==> config.mk <==
export PLATFORM = sky130hd
export DESIGN_NAME = reload_timer16
export DESIGN_NICKNAME = d
export VERILOG_FILES = /design/src/rtl/timer16_pkg.sv /design/src/rtl/timer16_wrport.sv /design/src/rtl/timer16_core.sv /design/src/rtl/timer16_rdport.sv /design/src/rtl/timer16_pwm.sv /design/src/rtl/reload_timer16.sv
export SDC_FILE = /design/constraint.sdc
export NUM_CORES = 1
export LEC_CHECK = 0
export BUFFER_PORTS_ARGS = -buffer_cell sky130_fd_sc_hd__buf_4
export CORE_MARGIN = 8
export CORE_UTILIZATION = 53
export DETAILED_ROUTE_END_ITERATION = 7
export PLACE_DENSITY = 0.72
export SKIP_CTS_REPAIR_TIMING = 1
export SLEW_MARGIN = 25
export SYNTH_ARGS = -nofsm -noshare
export SYNTH_HDL_FRONTEND = slang
export SYNTH_SLANG_ARGS = --single-unit
==> constraint.sdc <==
create_clock -name clk -period 3.5 [get_ports clk]
set_input_delay 0 -clock clk [delete_from_list [all_inputs] [get_ports clk]]
set_output_delay 0 -clock clk [all_outputs]
set_load 0.05 [all_outputs]
==> src/rtl/timer16_pkg.sv <==
package timer16_pkg;
  typedef enum logic {SEL_LO = 1'b0, SEL_HI = 1'b1} byte_sel_e;
endpackage

==> src/rtl/timer16_wrport.sv <==
module timer16_wrport
  import timer16_pkg::*;
#(
  parameter int BUS_W = 8,
  localparam int CNT_W = 2 * BUS_W
) (
  input  logic             clk,
  input  logic             rst,
  input  logic             wr_en,
  input  logic             byte_sel,
  input  logic [BUS_W-1:0] wdata,
  input  logic             latch_only,
  output logic [BUS_W-1:0] hold_q,
  output logic             commit,
  output logic             force_load,
  output logic [CNT_W-1:0] commit_val
);
  logic first_q;

  assign commit     = wr_en && (byte_sel == SEL_HI);
  assign commit_val = {wdata, hold_q};
  assign force_load = first_q || !latch_only;

  always_ff @(posedge clk) begin
    if (rst) begin
      hold_q  <= '0;
      first_q <= 1'b1;
    end else begin
      if (wr_en && (byte_sel == SEL_LO)) hold_q <= wdata;
      if (commit) first_q <= 1'b0;
    end
  end
endmodule

==> src/rtl/timer16_core.sv <==
module timer16_core #(
  parameter int CNT_W = 16
) (
  input  logic             clk,
  input  logic             rst,
  input  logic             count_en,
  input  logic             commit,
  input  logic             force_load,
  input  logic [CNT_W-1:0] commit_val,
  output logic [CNT_W-1:0] cnt_q,
  output logic [CNT_W-1:0] lat_q,
  output logic             wrap_now,
  output logic             uflow_q
);
  assign wrap_now = count_en && (cnt_q == '0);

  always_ff @(posedge clk) begin
    if (rst) begin
      cnt_q   <= '0;
      lat_q   <= '0;
      uflow_q <= 1'b0;
    end else begin
      uflow_q <= wrap_now;
      if (commit) lat_q <= commit_val;
      if (commit && (force_load || wrap_now)) cnt_q <= commit_val;
      else if (wrap_now)                      cnt_q <= lat_q;
      else if (count_en)                      cnt_q <= cnt_q - 1'b1;
    end
  end
endmodule

==> src/rtl/timer16_rdport.sv <==
module timer16_rdport
  import timer16_pkg::*;
#(
  parameter int BUS_W = 8,
  localparam int CNT_W = 2 * BUS_W
) (
  input  logic             clk,
  input  logic             rst,
  input  logic             rd_en,
  input  logic             byte_sel,
  input  logic [CNT_W-1:0] cnt_q,
  output logic [BUS_W-1:0] rdata
);
  logic [BUS_W-1:0] snap_q;

  always_ff @(posedge clk) begin
    if (rst) begin
      rdata  <= '0;
      snap_q <= '0;
    end else if (rd_en) begin
      if (byte_sel == SEL_HI) begin
        rdata  <= cnt_q[CNT_W-1:BUS_W];
        snap_q <= cnt_q[BUS_W-1:0];
      end else begin
        rdata <= snap_q;
      end
    end
  end
endmodule

==> src/rtl/timer16_pwm.sv <==
module timer16_pwm (
  input  logic clk,
  input  logic rst,
  input  logic pwm_en,
  input  logic count_en,
  input  logic wrap_now,
  output logic pwm_out
);
  always_ff @(posedge clk) begin
    if (rst || !pwm_en || !count_en) pwm_out <= 1'b0;
    else if (wrap_now)               pwm_out <= ~pwm_out;
  end
endmodule

==> src/rtl/reload_timer16.sv <==
module reload_timer16 #(
  parameter int BUS_W = 8,
  localparam int CNT_W = 2 * BUS_W
) (
  input  logic             clk,
  input  logic             rst,
  input  logic             wr_en,
  input  logic             rd_en,
  input  logic             byte_sel,
  input  logic [BUS_W-1:0] wdata,
  input  logic             latch_only,
  input  logic             count_en,
  input  logic             pwm_en,
  output logic [BUS_W-1:0] rdata,
  output logic             uflow,
  output logic             pwm_out
);
  logic [BUS_W-1:0] hold_q;
  logic             commit;
  logic             force_load;
  logic [CNT_W-1:0] commit_val;
  logic [CNT_W-1:0] cnt_q;
  logic [CNT_W-1:0] lat_q;
  logic             wrap_now;

  timer16_wrport #(.BUS_W(BUS_W)) u_wr (
    .clk(clk), .rst(rst), .wr_en(wr_en), .byte_sel(byte_sel), .wdata(wdata),
    .latch_only(latch_only), .hold_q(hold_q), .commit(commit),
    .force_load(force_load), .commit_val(commit_val)
  );

  timer16_core #(.CNT_W(CNT_W)) u_core (
    .clk(clk), .rst(rst), .count_en(count_en), .commit(commit),
    .force_load(force_load), .commit_val(commit_val), .cnt_q(cnt_q),
    .lat_q(lat_q), .wrap_now(wrap_now), .uflow_q(uflow)
  );

  timer16_rdport #(.BUS_W(BUS_W)) u_rd (
    .clk(clk), .rst(rst), .rd_en(rd_en), .byte_sel(byte_sel),
    .cnt_q(cnt_q), .rdata(rdata)
  );

  timer16_pwm u_pwm (
    .clk(clk), .rst(rst), .pwm_en(pwm_en), .count_en(count_en),
    .wrap_now(wrap_now), .pwm_out(pwm_out)
  );
endmodule

==> metrics.txt <==
pin count of the biggest net entering global routing 61; max-slew violations 0; Worst Path Required 3.76 ns; Worst Skew 0.0120 ns; num rows 26; share of cells above drive strength 1 0.156; Layout area overhead 16.3%; post-route ant nets 0; Yosys warning count 0; number of buffers inserted by port buffering 25; Clock Tree Buf Depth 2; ANT cells 0; LEAKAGE 1.29 nW; Critical Path AT 2.59 ns; slew at the pin closest to its max-slew limit 0.773 ns; Slew HR 0.485; Fillers 482; critical path endpoint category register; via count 2,437; Final Cycle Share 0.667; gr ovfl total 0; largest area contributor in the netlist dfxtp_1; Yosys reg bits 59; run status finished clean; CP Cell Sequence nor4_4, nand4_4, nor2_2, o21a_1, a21oi_1, a211oi_1; Detail Placement HPWL 4650 um; most frequent cell after synthesis dfxtp_1; Synth Cell Area 2810 um^2; GRT Util Overall 0.193; Final Hold Fails 0; Clock Latency Late Sink 0.34 ns; Hold Path Class in2reg; final setup vio count 0; antenna violations before repair 0; DR WL/cell 16.4 um; Max Fclk 429 MHz; DR vias/cell 5.68; starting DRC count in detailed routing 168; vias in the first global route 2,340; Netlist cell types 49; CP startpoint kind register; # H-tree levels 3; largest fanout on the critical path 13; post-layout min period 2.33 ns; pre-CTS setup slack 1.21 ns; CTS tree yes; Nets 373; die area 7900 um^2; dominant synthesized flop cell dfxtp_1; starting density of the core 0.551; net count after synthesis 352; critical path class reg2reg; crit-path max cell delay 0.53 ns; # Max-Cap Violations 0; first-pass GRT wire length 11,700 um; Mapped Cells 334; number of enable flip-flop cells after synthesis 0; Final GP Congestion 0.933; Critical-path top delay cell o21a_1; Residual DRC 0; RSZ-0062 raised after global routing no; Async SR Flop Fraction 0; Synth area leaders dfxtp_1 42%, nand2_1 7.5%, mux2i_1 6.0%; VDD IR max 0.000391 V; final wirelength 7060 um; post-route worst setup slack 1.17 ns; DIE HEIGHT 88.9 um; io pins 26; Seq/Total Area, Yosys 0.420; Root Driver clkbuf_8; DIE WIDTH 88.9 um; pwr/cell area 545 nW/um^2; Detailed Routing Iterations Pass 1 5; core area 5110 um^2; placed instance area 2970 um^2; syn avg cell area 8.42 um^2; Setup TNS 0 ns; CTS clk-pin slew, worst paths 0.06 ns; Sink Count 59; cell area after layout 3270 um^2; top cell type's share of synthesized area 0.420; commonest cells in the netlist 59 x dfxtp_1, 56 x nand2_1, 38 x nor2_1, 32 x a21oi_1, 18 x clkbuf_1; CTS buffer count 9
## critical path, delay by kind of cell, from the launching register on
kind / cells / cell delay, ns
compound gates: 3 / 0.85
flops: 1 / 0.39
simple gates: 3 / 1.00
## path summary, 6_finish.rpt
path                    from               to  slack [ns]  cells after the start
max reg2reg  u_core.cnt_q[6]  u_core.cnt_q[1]        1.17                      6
max          u_core.cnt_q[6]  u_core.cnt_q[1]        1.17                      6
min                 count_en    u_pwm.pwm_out        0.03                      3
min reg2reg  u_core.lat_q[9]  u_core.lat_q[9]        0.45                      2
## state kept, by name, summed over array words and instances, names as in the netlist
name / flops
u_rd.snap_q: 8
u_pwm.pwm_out: 1
u_wr.first_q: 1
u_core.cnt_q: 16
u_core.lat_q: 16
u_wr.hold_q: 8
u_rd.rdata: 8
u_core.uflow_q: 1
## kinds of logic after synthesis
| group | count (synthesis) | share of synthesized area |
|---|---|---|
| multiplexers | 22 | 0.0831 |
| buffers and inverters | 30 | 0.0516 |
| XOR/XNOR | 5 | 0.0156 |
| AND/OR/NAND/NOR | 141 | 0.240 |
| flip-flops | 59 | 0.420 |
| AO/OA/AOI/OAI | 75 | 0.181 |
| adder cells (fa/ha/maj) | 2 | 0.00889 |
## layout by cell type (no fill, tap or decap), types with 4 or more instances in the layout
cell type	netlist	layout
dfxtp_1	59	59
nand2_1	56	56
nor2_1	38	38
a21oi_1	32	32
buf_4	1	26
mux2i_1	17	17
clkbuf_8	0	13
nor3_1	12	12
nand3_1	12	12
a211oi_1	10	10
dlygate4sd3_1	0	9
inv_1	5	5
o211ai_1	4	4
nor4_1	4	4
## per-layer routing
metal	GRT usage	wire length (um)
met1	0.259	3410
met2	0.278	3130
met3	0.0566	376
met4	0.0845	138
met5	0	0
## cell type report
type	instances	area (um^2)	area share
clock buffer	14	183	0.0558
clock inverter	1	30.0	0.00917
inverter	5	18.8	0.00573
multi-input combinational	245	1490	0.455
sequential	59	1180	0.361
tap	70	87.6	0.0268
timing repair buffer	35	285	0.0872
## through the flow
stage          std cells  hold slack, ns  total power [mW]  utilization
4_1_cts              420          -0.114              1.79        0.623
3_3_place_gp         405           0.246              1.13        0.582
3_5_place_dp         405           0.252              1.13        0.582
6_report             429          0.0298              1.78        0.641
5_1_grt              429          0.0384              1.87        0.641
2_1_floorplan        334           0.127              1.04            -
## where the power goes
group / leakage [nW] / total (mW) / switching [mW] / internal, mW
combinational: 0.696 / 0.350 / 0.199 / 0.152
sequential: 0.483 / 0.775 / 0.0598 / 0.715
clock: 0.109 / 0.659 / 0.256 / 0.403
total: 1.29 / 1.78 / 0.515 / 1.27
Note: power is estimated with default switching activity, not from simulation.
